`src/rtl/ecc_stat_pkg.sv`:
```
package ecc_stat_pkg;

    typedef enum logic [1:0] {
        DK_CLEAN  = 2'd0,
        DK_SINGLE = 2'd1,
        DK_MULTI  = 2'd2
    } dec_kind_e;

    localparam int unsigned FLG_ZERO = 0;
    localparam int unsigned FLG_ONE  = 1;
    localparam int unsigned FLG_DBL  = 2;
    localparam int unsigned FLG_N    = 3;

    // Codeword position of data bit k: the k-th index from 3 upward that is
    // not a power of two.
    function automatic int unsigned ecc_data_pos(input int unsigned k);
        int unsigned cnt;
        int unsigned res;
        cnt = 0;
        res = 0;
        for (int unsigned p = 3; p < 1024; p++) begin
            if (((p & (p - 1)) != 0) && (res == 0)) begin
                if (cnt == k) res = p;
                cnt++;
            end
        end
        return res;
    endfunction

endpackage

```
`src/rtl/ecc_secded_dec.sv`:
```
module ecc_secded_dec
    import ecc_stat_pkg::*;
#(
    parameter int unsigned DATA_W = 64,
    parameter int unsigned P_W    = 7
) (
    input  logic                       clk,
    input  logic                       rst_n,
    input  logic                       rd_valid,
    input  logic [DATA_W+P_W:0]        rd_code,
    output logic                       cor_valid,
    output logic [DATA_W-1:0]          cor_data,
    output logic                       dec_single,
    output logic                       dec_multi,
    output logic                       dec_dir_one
);
    localparam int unsigned CW_W = DATA_W + P_W + 1;

    logic [P_W-1:0]    syn;
    logic              par;
    dec_kind_e         kind_d, kind_q;
    logic              raw_bit;
    logic [DATA_W-1:0] dat_c;
    logic              dir_q;
    logic [DATA_W-1:0] data_q;

    // Syndrome is the XOR of the indices of all set positions.
    always_comb begin
        syn = '0;
        for (int unsigned i = 1; i < CW_W; i++) begin
            if (rd_code[i]) syn = syn ^ P_W'(i);
        end
        par = ^rd_code;
    end

    always_comb begin
        if (!rd_valid) begin
            kind_d = DK_CLEAN;
        end else if ((syn == '0) && !par) begin
            kind_d = DK_CLEAN;
        end else if (par && (int'(syn) < int'(CW_W))) begin
            kind_d = DK_SINGLE;
        end else begin
            kind_d = DK_MULTI;
        end
        raw_bit = (int'(syn) < int'(CW_W)) ? rd_code[syn] : 1'b0;
    end

    for (genvar k = 0; k < DATA_W; k++) begin : g_extract
        localparam int unsigned POS = ecc_data_pos(k);
        assign dat_c[k] = rd_code[POS] ^ ((kind_d == DK_SINGLE) && (int'(syn) == int'(POS)));
    end

    // Per-read classification state, reloaded every edge.
    always_ff @(posedge clk or negedge rst_n) begin
        if (!rst_n) begin
            kind_q    <= DK_CLEAN;
            cor_valid <= 1'b0;
            data_q    <= '0;
            dir_q     <= 1'b0;
        end else begin
            kind_q    <= kind_d;
            cor_valid <= rd_valid;
            if (rd_valid) begin
                data_q <= dat_c;
                dir_q  <= raw_bit;
            end
        end
    end

    always_comb begin
        dec_single  = 1'b0;
        dec_multi   = 1'b0;
        dec_dir_one = 1'b0;
        cor_data    = data_q;
        unique case (kind_q)
            DK_CLEAN:  ;
            DK_SINGLE: begin
                dec_single  = 1'b1;
                dec_dir_one = dir_q;
            end
            DK_MULTI:  dec_multi = 1'b1;
            default:   ;
        endcase
    end

    assert_valid_follows_R1: assert property (@(posedge clk) disable iff (!rst_n)
        rd_valid |=> cor_valid);
    assert_valid_drops_R1: assert property (@(posedge clk) disable iff (!rst_n)
        !rd_valid |=> !cor_valid);
    assert_event_needs_valid_R11: assert property (@(posedge clk) disable iff (!rst_n)
        (dec_single || dec_multi) |-> cor_valid);

endmodule

```
`src/rtl/ecc_sticky_bit.sv`:
```
module ecc_sticky_bit (
    input  logic clk,
    input  logic rst_n,
    input  logic set_i,
    input  logic clr_i,
    output logic q
);
    always_ff @(posedge clk or negedge rst_n) begin
        if (!rst_n)     q <= 1'b0;
        else if (set_i) q <= 1'b1;
        else if (clr_i) q <= 1'b0;
    end
endmodule

```
`src/rtl/ecc_flag_bank.sv`:
```
module ecc_flag_bank
    import ecc_stat_pkg::*;
(
    input  logic             clk,
    input  logic             rst_n,
    input  logic             en_zero,
    input  logic             en_one,
    input  logic             ext_ev,
    input  logic             p2_sgl,
    input  logic             p2_dir_one,
    input  logic             p2_multi,
    input  logic [FLG_N-1:0] clr,
    output logic [FLG_N-1:0] flags
);
    logic [FLG_N-1:0] set_v;

    always_comb begin
        set_v           = '0;
        set_v[FLG_ZERO] = (ext_ev && (en_zero || en_one)) ||
                          (p2_sgl && !p2_dir_one && en_zero);
        set_v[FLG_ONE]  = p2_sgl && p2_dir_one && en_one;
        set_v[FLG_DBL]  = p2_multi;
    end

    for (genvar f = 0; f < FLG_N; f++) begin : g_flag
        ecc_sticky_bit u_bit (
            .clk   (clk),
            .rst_n (rst_n),
            .set_i (set_v[f]),
            .clr_i (clr[f]),
            .q     (flags[f])
        );
    end

    assert_one_from_path2_R5: assert property (@(posedge clk) disable iff (!rst_n)
        (flags[FLG_ONE] && !$past(flags[FLG_ONE])) |-> $past(p2_sgl && p2_dir_one && en_one));
    assert_ext_sets_zero_R5: assert property (@(posedge clk) disable iff (!rst_n)
        (ext_ev && (en_zero || en_one)) |=> flags[FLG_ZERO]);
    assert_set_beats_clear_R8: assert property (@(posedge clk) disable iff (!rst_n)
        (p2_multi && clr[FLG_DBL]) |=> flags[FLG_DBL]);
    assert_clear_works_R7: assert property (@(posedge clk) disable iff (!rst_n)
        (clr[FLG_ONE] && !(p2_sgl && p2_dir_one && en_one)) |=> !flags[FLG_ONE]);
    assert_dir_gated_R4: assert property (@(posedge clk) disable iff (!rst_n)
        (p2_sgl && !p2_dir_one && en_zero) |=> flags[FLG_ZERO]);

endmodule

```
`src/rtl/ecc_status_unit.sv`:
```
module ecc_status_unit
    import ecc_stat_pkg::*;
#(
    parameter int unsigned DATA_W = 64,
    parameter int unsigned P_W    = 7
) (
    input  logic                    clk,
    input  logic                    rst_n,
    input  logic                    cfg_zero_en,
    input  logic                    cfg_one_en,
    input  logic                    ext_corr_ev,
    input  logic                    rd_valid,
    input  logic [DATA_W+P_W:0]     rd_code,
    input  logic                    clr_zero,
    input  logic                    clr_one,
    input  logic                    clr_dbl,
    output logic                    cor_valid,
    output logic [DATA_W-1:0]       cor_data,
    output logic                    flag_zero,
    output logic                    flag_one,
    output logic                    flag_dbl
);
    logic             d_sgl, d_multi, d_dir;
    logic [FLG_N-1:0] clr_v, flg_v;

    ecc_secded_dec #(.DATA_W(DATA_W), .P_W(P_W)) u_dec (
        .clk         (clk),
        .rst_n       (rst_n),
        .rd_valid    (rd_valid),
        .rd_code     (rd_code),
        .cor_valid   (cor_valid),
        .cor_data    (cor_data),
        .dec_single  (d_sgl),
        .dec_multi   (d_multi),
        .dec_dir_one (d_dir)
    );

    always_comb begin
        clr_v           = '0;
        clr_v[FLG_ZERO] = clr_zero;
        clr_v[FLG_ONE]  = clr_one;
        clr_v[FLG_DBL]  = clr_dbl;
    end

    ecc_flag_bank u_flags (
        .clk        (clk),
        .rst_n      (rst_n),
        .en_zero    (cfg_zero_en),
        .en_one     (cfg_one_en),
        .ext_ev     (ext_corr_ev),
        .p2_sgl     (d_sgl),
        .p2_dir_one (d_dir),
        .p2_multi   (d_multi),
        .clr        (clr_v),
        .flags      (flg_v)
    );

    assign flag_zero = flg_v[FLG_ZERO];
    assign flag_one  = flg_v[FLG_ONE];
    assign flag_dbl  = flg_v[FLG_DBL];

    assert_multi_no_one_R6: assert property (@(posedge clk) disable iff (!rst_n)
        (d_multi && !flag_one && !clr_one) |=> !flag_one);

endmodule

```
`config.mk`:
```
export PLATFORM = sky130hd
export DESIGN_NAME = ecc_status_unit
export DESIGN_NICKNAME = d
export VERILOG_FILES = /design/src/rtl/ecc_stat_pkg.sv /design/src/rtl/ecc_secded_dec.sv /design/src/rtl/ecc_sticky_bit.sv /design/src/rtl/ecc_flag_bank.sv /design/src/rtl/ecc_status_unit.sv
export SDC_FILE = /design/constraint.sdc
export NUM_CORES = 1
export LEC_CHECK = 0
export ABC_AREA = 1
export CAP_MARGIN = 20
export CORE_MARGIN = 2
export CORE_UTILIZATION = 47
export DETAILED_ROUTE_END_ITERATION = 8
export GPL_TIMING_DRIVEN = 0
export PLACE_DENSITY = 0.87
export SYNTH_ARGS = -nofsm -noshare
export SYNTH_HDL_FRONTEND = slang
export SYNTH_SLANG_ARGS = --single-unit
```
`constraint.sdc`:
```
create_clock -name clk -period 0.8 [get_ports clk]
set_input_delay 0.08 -clock clk [delete_from_list [all_inputs] [get_ports clk]]
set_output_delay 0.08 -clock clk [all_outputs]
set_load 0.05 [all_outputs]
```
==> impl_metrics.ini, run 1 <==
[global_routing]
track_usage_pct = 69.4
grt_overflow = 5
grt_max_degree = 50

[timing]
worstEpCategory = register input
crit_endpoint = u_dec.dir_q$_DFFE_PN0P_/D

[cts]
cts_sinks = 71
cts-buffers-inserted = 9
cts-root-buf = clkbuf_16
cts.path.max_buffers = 2
htree_levels = 3

[yosys]
synth_edf_count = 0
synthXorXnorAreaFrac_pct = 14.4
synth_cell_types = 38
netlist_top_cells_count = nand2_1 (368), nor2_1 (164), inv_1 (109), nand3_1 (93), dfrtp_1 (71)
synth_compound_area_share_pct = 7.17
synthAdderAreaFrac_pct = 0
synth_mux_area_share_pct = 0
synthesis.area_um2 = 6460
syn_inst = 1044
synth-async-reset-ratio_pct = 100
syn_nets = 1125
synth_top_area_share_pct = 27.5
synth_top_area_cell = dfrtp_1
yosysWarnings = 0
ys_ff_latch = 71
synth_ff_type = dfrtp_1
synth_most_common_cell = nand2_1
ys_seq_area_share_pct = 27.5
synth_top_family_by_area = simple AND/OR/NAND/NOR gates
avgSynthCellArea_um2 = 6.18
synth_top_cells_by_area = dfrtp_1 (28%), nand2_1 (21%), nor2_1 (9.5%)
synth-simple-area-share_pct = 41.6

[placed_design]
port_buffers = 145
dp.cells = 1366
dp_hpwl_um = 19100
gp_congestion = 1.00
place_area_um2 = 8420

[die]
die_w_um = 121
die_y_um = 121
start_util_pct = 48.4
rows = 42
top_level_ports = 149

[outcome]
status = stopped before the end
lastStage = global routing
stop_error = [ERROR GRT-0232] Routing congestion too high. Check the congestion heatmap in the GUI.
[per-stage QoR]
stage               hold slack (ps)  util [%]  setup TNS [ps]  worst slack [ps]
floorplan                      -216         -          -99900             -1560
detailed placement             6.17      63.1         -221890             -3290
global placement                374      62.9         -421710             -3250
CTS                            6.20      83.1         -111690             -1600
[cell families after synthesis]
kind of cell              after synthesis
AOI/OAI and AO/OA                      85
xor gates and xnor gates               96
DFF                                    71
buffers and inverters                 142
and+or+nand+nor                       650
[repair_timing]
item | 4_1_cts
setup endpoints to repair | 136
hold endpoints to repair | 71
buffers inserted | 117
gates resized for setup | 1109
hold buffers | 1
gates cloned | 8
pin swaps | 171
[routing by layer]
layer	GRT overflow	global-route usage, %
met1	0	69.9
met2	3	88.2
met3	0	51.7
met4	2	66.4
met5	0	20.2
==> run 2, diff against run 1 <==
Settings changed: CORE_UTILIZATION 47 to 37, PLACE_DENSITY 0.87 to default, PLACE_DENSITY_LB_ADDON from default to 0.15.
Clock period 0.8 ns to 1 ns, I/O delays scaled along.
==> run 2 against run 1 <==
  * The flow now finishes, with violations (setup timing)
  * Area after synthesis unchanged
  * Synthesized cell count unchanged
==> impl_metrics.ini, run 2 <==
[outcome]
status = finished with violations
violations = setup timing

[global_routing]
grt_pass1_wl_um = 44100
grt_pass1_vias = 7704
met1_usage_pct = 39.5
grt_overflow = 0
antenna_found_initial = 0
use_met2_pct = 52.7
met3_usage_pct = 6.38
grt_busiest_layer = met2
grt_max_degree = 45
track_usage_pct = 32.4

[die]
rows = 48
top_level_ports = 149
die_y_um = 136
start_util_pct = 37.6
core_area_um2 = 17200
die_w_um = 136
die_area_um2 = 18500

[timing]
clock_skew_ps = 3.18
drv_slew = 0
tightest_slew_ps = 1130
worst_slack_ps = -1870
period_share_pct = 287
max_slew_margin_pct = 24.6
hold_viol_final = 0
hold-worst-slack_ps = 24.9
rsz0062_at_grt = yes
tns_ps = -107720
finalSetupViolations = 121
min_period_ps = 2870
clock.fmax_mhz = 348

[worst_setup_path]
critPathTopFamily = simple AND/OR/NAND/NOR gates
crit_required_ps = 1300
max_stage_delay_ps = 280
cp_data_arrival_time_ps = 3170
cpMostUsedCell = nand2_1
crit_fanout = 7
cp_num_buf_inv = 5
crit_chain = clkdlybuf4s15_2 -> xnor2_4 -> xnor2_2 -> nand3_1 -> nand2_2 -> inv_1 -> nand2_2 -> nand3_4 -> nand2_8 -> buf_6 -> nor2_4 -> buf_8 -> buf_4 -> nand2_1 -> nand2_1 -> nor2_2 -> nor2_1 -> nor2_1 -> nand2_1 -> nand2_2 -> nand3_2 -> o21bai_1 -> nand2_1 -> nand2_1
slowest_stage = xnor2_4
cp-end-kind = flop
startpoint_type = primary input
crit_type = in2reg

[final_layout]
areaGrowthSynthToFinish_pct = 86.3
final_util_pct = 70.0
layout_common_cells = nand2_1 (259), buf_6 (123), nor2_1 (116)
diodes = 0
design_area_um2 = 12000
drive_gt1_share_pct = 47.4
layout_commonest_cell = nand2_1
final_nets = 1442
largest_reg_flops = 64
instances_no_fill = 1591

[placed_design]
place_area_um2 = 8480
dp.cells = 1415
pre_cts_slack_ps = -3190
dp_hpwl_um = 19800
gp_congestion = 0.954
port_buffers = 145

[detailed_routing]
drt_iter0_drc = 821
wl_per_cell_um = 20.7
drt_first_pass_iters = 6
routed_wl_um = 32900
antenna_left = 0
vias = 8656
viasPerCell = 5.44
drc = 0

[yosys]
synth_cell_types = 38
synth_top_cells_by_area = dfrtp_1 (28%), nand2_1 (21%), nor2_1 (9.5%)
yosysWarnings = 0
syn_inst = 1044
synth_top_area_cell = dfrtp_1
ys_seq_area_share_pct = 27.5
syn_nets = 1125
synth_edf_count = 0
ys_ff_latch = 71
synthesis.area_um2 = 6460
synth_ff_type = dfrtp_1
synth_most_common_cell = nand2_1
netlist_top_cells_count = nand2_1 (368), nor2_1 (164), inv_1 (109), nand3_1 (93), dfrtp_1 (71)
synth-async-reset-ratio_pct = 100
synth_top_area_share_pct = 27.5
avgSynthCellArea_um2 = 6.18

[cts]
insertion_delay_ps = 360
htree_levels = 3
cts-root-buf = clkbuf_16
cts-buffers-inserted = 9
clk_pin_slew_ps = 60
cts_sinks = 71
cts_tree = done
cts.path.max_buffers = 2

[pwr]
power_leakage_nw = 6.02
power_per_cell_area_nw_per_um2 = 2810
ir_worst_vdd_v = 0.00185
p_total_mw = 33.8

[hold_path]
holdCritPathClass = in2reg

[job]
cap_violations = 0
==> run 2: cell counts after synthesis <==
No cell type changed its count.
==> run 2: final timing paths <==
kind,start,to,slack [ps],depth (start not counted)
max,rd_code[18],u_dec.dir_q,-1870,24
min,rd_code[14],u_dec.cor_data[9],20,3
max reg2reg,u_dec.cor_data[39],u_dec.cor_data[39],90,4
min reg2reg,u_dec.dir_q,u_dec.dir_q,500,2
max in group asynchronous,rst_n,u_dec.cor_data[19],220,3
min in group asynchronous,rst_n,u_dec.cor_data[49],220,2
==> run 2: metal layers <==
layer	routed length, um	vias up	part of all wire [%]
met1	12300	4039	37
met2	15000	549	46
met3	3080	174	9.4
li1	-	3894	-
met4	2570	0	7.8
met5	0	-	0
==> run 2: report_power, final <==
group | internal, mW | switching [mW]
combinational | 10.6 | 16.3
clock | 1.89 | 1.45
sequential | 3.22 | 0.245
==> run 2: tightest hold or removal path: stages <==
cell     delay, ps
buf_8          110
nand2_1         60
a31oi_1         80
==> run 2: area by class of cell <==
type	instances	area, um^2
buffer	31	300
clock buffer	12	267
clock inverter	4	28.8
fill	1337	5150
inverter	111	462
multi-input combinational	833	5910
sequential	71	1780
tap	225	282
timing repair buffer	304	3010
==> run 2: what timing repair did <==
action                                  in CTS  in global routing
buffers inserted                           119                 32
hold endpoints to repair                    27                  0
gates cloned                                 8                  1
hold buffers                                 1                  0
pin swaps                                  162                143
gates resized for setup                   1037                220
endpoints found under the setup margin     135                135
==> run 2: cell families after synthesis <==
kind of cell	after synthesis	share of synthesized area [%]
AO/OA/AOI/OAI	85	7.17
XOR/XNOR	96	14.4
buffers and inverters	142	9.38
flip-flops	71	27.5
AND/OR/NAND/NOR	650	41.6
(Power assumes the default switching activity.)
==> run 3, diff against run 2 <==
Clock period 1 ns to 3.26 ns, I/O delays scaled along.
==> run 3 against run 2 <==
  * The flow now finishes without violations
  * Die area stayed put
  * Clock power is 63% lower
  * Final area is 19% lower
  * Non-clock buffer count is 113 lower
  * First-iteration DRC count is 30% lower
  * Routed wire length is 18% lower
  * Register-to-register slack better by 2300 ps
  * Power is 77% lower
  * Sequential share of layout area is 3.5 points higher
  * Combinational power is 80% lower
==> impl_metrics.ini, run 3 (synthesized netlist as in run 2, its figures left out) <==
[cts]
insertion_delay_ps = 340
cts.path.max_buffers = 2
cts-root-buf = clkbuf_16
clk_pin_slew_ps = 60
cts_sinks = 71
cts_tree = done
htree_levels = 3
cts-buffers-inserted = 9

[timing]
max_slew_margin_pct = 35.8
rsz0062_at_grt = yes
hold-worst-slack_ps = 306
clock.fmax_mhz = 315
tightest_slew_ps = 963
finalSetupViolations = 0
min_period_ps = 3180
clock_skew_ps = 0.624
worst_slack_ps = 83.3
hold_viol_final = 0
tns_ps = 0
period_share_pct = 97.4
drv_slew = 0

[global_routing]
grt_pass1_wl_um = 39400
grt_overflow = 0
grt_pass1_vias = 6745
track_usage_pct = 28.9
antenna_found_initial = 0
grt_max_degree = 42

[placed_design]
dp.cells = 1415
port_buffers = 145
gp_congestion = 0.955
place_area_um2 = 8210
dp_hpwl_um = 20300
pre_cts_slack_ps = -1840

[worst_setup_path]
cp_data_arrival_time_ps = 3380
crit_required_ps = 3460
cp-end-kind = flop
crit_type = in2reg
crit_fanout = 6
startpoint_type = primary input

[final_layout]
layout_commonest_cell = nand2_1
instances_no_fill = 1476
areaGrowthSynthToFinish_pct = 50.3
largest_reg_flops = 64
final_nets = 1327
fillers = 1698
layout_common_cells = nand2_1 (356), nor2_1 (132), clkdlybuf4s50_1 (107)
design_area_um2 = 9700
final_util_pct = 56.5
diodes = 0
drive_gt1_share_pct = 16.0

[die]
die_w_um = 136
start_util_pct = 37.6
core_area_um2 = 17200
top_level_ports = 149
die_area_um2 = 18500
die_y_um = 136
rows = 48

[detailed_routing]
drc = 0
routed_wl_um = 26800
wl_per_cell_um = 18.2
antenna_left = 0
drt_iter0_drc = 571
drt_first_pass_iters = 8
viasPerCell = 5.05
vias = 7451

[pwr]
ir_worst_vdd_v = 0.000591
p_total_mw = 7.60
power_leakage_nw = 4.89
power_per_cell_area_nw_per_um2 = 784

[hold_path]
holdCritPathClass = in2reg

[job]
cap_violations = 0

[outcome]
status = finished clean
## run 3: changes by cell type in the layout (fill, tap and decap cells not counted), sizes merged
cell	delta
buf	-230
clkdlybuf4s50	+100
dlymetal6s2s	+28
clkbuf	-9
bufinv	+3
clkinvlp	-3
clkinv	-2
dlygate4sd2	-2
inv	+2
nand2	-2
## run 3: worst paths after layout
check | start | end | slack [ps] | depth (start not counted)
worst min-delay path | rd_code[31] | u_dec.cor_data[25] | 310 | 3
max in group asynchronous | rst_n | u_dec.cor_data[29] | 2230 | 3
worst max-delay path | rd_code[46] | u_dec.cor_data[0] | 80 | 15
worst max register to register | u_dec.kind_q[1] | u_flags.g_flag[0].u_bit.q | 2410 | 3
worst min register to register | u_dec.cor_data[60] | u_dec.cor_data[60] | 480 | 2
min in group asynchronous | rst_n | u_dec.cor_data[42] | 450 | 2
## run 3: layout make-up
class,instances,area (um^2),share of cell area (%)
clock inverter,4,98.8,1.02
tap,225,282,2.90
buffer,31,248,2.55
clock buffer,12,267,2.75
inverter,111,425,4.38
multi-input combinational,831,4610,47.6
sequential,71,1780,18.3
timing repair buffer,191,1990,20.5
## run 3: what timing repair did
item | CTS | global route
gates cloned | 0 | 3
setup endpoints to repair | 65 | 66
pin swaps | 20 | 34
buffers inserted | 27 | 14
resized for setup | 91 | 105
hold buffers | 1 | 0
hold endpoints to repair | 30 | 0
## run 3: routing by layer
metal | track usage [%] | part of all wire, %
met2 | 45.7 | 45
met5 | 0 | 0
met3 | 3.84 | 8.1
met1 | 40.2 | 43
met4 | 10.8 | 3.9
## run 3: worst max-delay path: stages
cell and delay (ps):
clkdlybuf4s50_1 530, xnor2_4 320, xnor2_4 140, xnor2_2 190, xnor2_2 280, xor2_2 230, nand2_2 120, o21ai_2 150
and2_4 170, nand3_4 160, nor2_4 310, buf_6 170, nand3_1 60, nand2_1 130, a21oi_1 80
## run 3: power breakdown
part | total (mW) | internal [mW] | leakage (nW) | switching, mW
Sequential | 1.04 | 0.987 | 0.830 | 0.0543
Clock | 1.24 | 0.814 | 0.179 | 0.426
Combinational | 5.32 | 1.83 | 3.88 | 3.49
==> run 4, diff against run 3 <==
Settings changed: CORE_ASPECT_RATIO from default to 1.25, CTS_CLUSTER_DIAMETER from default to 150.
==> run 4 against run 3 <==
  * Fmax increased by 1.3%
  * Cell count increased by 0.20%
  * Count of clock-buffer cells in the layout decreased by 2
  * Sequential power barely moved
  * Final area down 0.26%
  * Hold slack improved by 3.3 ps
==> impl_metrics.ini, run 4 (synthesized netlist as in run 2, its figures left out) <==
[outcome]
status = finished clean

[timing]
clock.fmax_mhz = 319
worst_slack_ps = 123
drv_slew = 0
min_period_ps = 3140
max_slew_margin_pct = 46.1
hold_viol_final = 0
finalSetupViolations = 0
clock_skew_ps = 8.54
tns_ps = 0
period_share_pct = 96.2
tightest_slew_ps = 808

[global_routing]
grt_pass1_wl_um = 39000
antenna_found_initial = 0
grt_max_degree = 39
track_usage_pct = 28.9
grt_pass1_vias = 6702
grt_overflow = 0

[detailed_routing]
wl_met2_um = 12900
wl_per_cell_um = 18.1
met3_length_um = 1380
drt_iter0_drc = 551
viasPerCell = 4.94
drc = 0
drt_first_pass_iters = 5
antenna_left = 0
routed.top_layer = met4
vias = 7313
met1_length_um = 11000
routed_wl_um = 26700

[worst_setup_path]
crit_fanout = 10
crit_required_ps = 3550
crit_chain = clkdlybuf4s50_1 -> inv_2 -> nor2_2 -> nor2_2 -> o21ai_1 -> nand3b_1 -> nand2_1 -> nand2_1 -> nand2_1 -> inv_1 -> nand2_1 -> nand2_1 -> nand2_1 -> nand2_4 -> buf_6 -> nor2_4 -> buf_12 -> clkinvlp_4 -> nor2_4 -> nand2_1 -> nand2_1 -> nand2_1 -> o21ai_1
cp_data_arrival_time_ps = 3430
r2r_setup_slack_ps = 2460
slowest_stage = clkdlybuf4s50_1
cpMostUsedCell = nand2_1
startpoint_type = primary input
cp-end-kind = flop
crit_type = in2reg
max_stage_delay_ps = 540

[final_layout]
layout_commonest_cell = nand2_1
multiInputGateArea_um2 = 4680
largest_reg_flops = 64
seq_area_um2 = 1780
instances_no_fill = 1479
drive_gt1_share_pct = 16.8
areaGrowthSynthToFinish_pct = 49.9
layout_common_cells = nand2_1 (354), nor2_1 (128), inv_1 (101)
fillers = 1740
diodes = 0
design_area_um2 = 9680
final_nets = 1331

[cts]
cts.path.max_buffers = 2
cts-buffers-inserted = 9
insertion_delay_ps = 360
cts_sinks = 71
htree_levels = 3
clk_pin_slew_ps = 70
cts-root-buf = clkbuf_16
cts_tree = done

[placed_design]
dp.cells = 1414
pre_cts_slack_ps = -1660
dp_hpwl_um = 20100
place_area_um2 = 8210
gp_congestion = 0.966
port_buffers = 145

[pwr]
seq_power_share_pct = 13.6
p_int_mw = 3.54
power_per_cell_area_nw_per_um2 = 792
power_leakage_nw = 4.98
power_frac_clock_pct = 14.4
p_switching_mw = 4.13
ir_worst_vdd_v = 0.000496
p_total_mw = 7.66
p_comb_share_pct = 72.0
sw_frac_of_total_pct = 53.9

[die]
die_y_um = 152
die_area_um2 = 18500
rows = 54
core_area_um2 = 17300
top_level_ports = 149
start_util_pct = 37.3
die_w_um = 122

[hold_path]
holdCritPathClass = in2reg

[job]
cap_violations = 0
==> run 4: final timing paths <==
path | start | endpoint | depth (start not counted)
setup / recovery | rd_code[22] | u_dec.cor_data[23] | 23
hold / removal | rd_code[45] | u_dec.cor_data[38] | 3
setup reg to reg | u_dec.kind_q[1] | u_flags.g_flag[0].u_bit.q | 3
hold reg to reg | u_dec.cor_data[45] | u_dec.cor_data[45] | 2
max in group asynchronous | rst_n | u_dec.cor_data[61] | 3
min in group asynchronous | rst_n | u_dec.cor_data[2] | 2
==> run 4: metal layers <==
metal / vias to the layer above / GRT usage, %
met3: 70 / 3.85
met4: 0 / 14.4
li1: 3650 / -
met2: 267 / 49.4
met5: - / 0
met1: 3326 / 35.6
==> run 4: worst max-delay path: cells and delay by family <==
| kind | cells | cell delay (ps) |
|---|---|---|
| buffers and inverters | 6 | 1200 |
| and+or+nand+nor | 15 | 1680 |
| AOI/OAI and AO/OA | 2 | 220 |
==> run 4: metrics by stage <==
stage | util [%] | hold slack (ps)
CTS | 52.6 | 301
floorplan | - | 30.4
global route | 56.0 | 316
global placement | 47.3 | 464
detailed placement | 47.4 | 305
finish | 56.0 | 309
==> run 4: repair_timing <==
action,CTS,global route
hold buffers,1,0
hold endpoints to repair,33,0
setup buffers,23,22
pin swaps,25,41
endpoints found under the setup margin,65,66
gates cloned,0,3
gates resized for setup,108,127
==> run 4: power by group through the flow <==
| stage | logic [mW] | registers (mW) | clock network (mW) |
|---|---|---|---|
| 5_1_grt | 5.81 | 1.06 | 1.16 |
| 4_1_cts | 4.82 | 1.05 | 1.12 |
| 2_1_floorplan | 2.35 | 1.38 | 0 |
| 3_3_place_gp | 4.09 | 1.06 | 0 |
| 6_report | 5.52 | 1.04 | 1.10 |
| 3_5_place_dp | 4.08 | 1.06 | 0 |
==> run 4: layout make-up <==
| type | count | area share (%) |
|---|---|---|
| Buffer | 31 | 2.57 |
| Clock buffer | 10 | 2.37 |
| Clock inverter | 6 | 0.957 |
| Inverter | 111 | 4.43 |
| Multi-Input combinational cell | 831 | 48.4 |
| Sequential cell | 71 | 18.4 |
| Tap cell | 224 | 2.90 |
| Timing Repair Buffer | 195 | 20.1 |
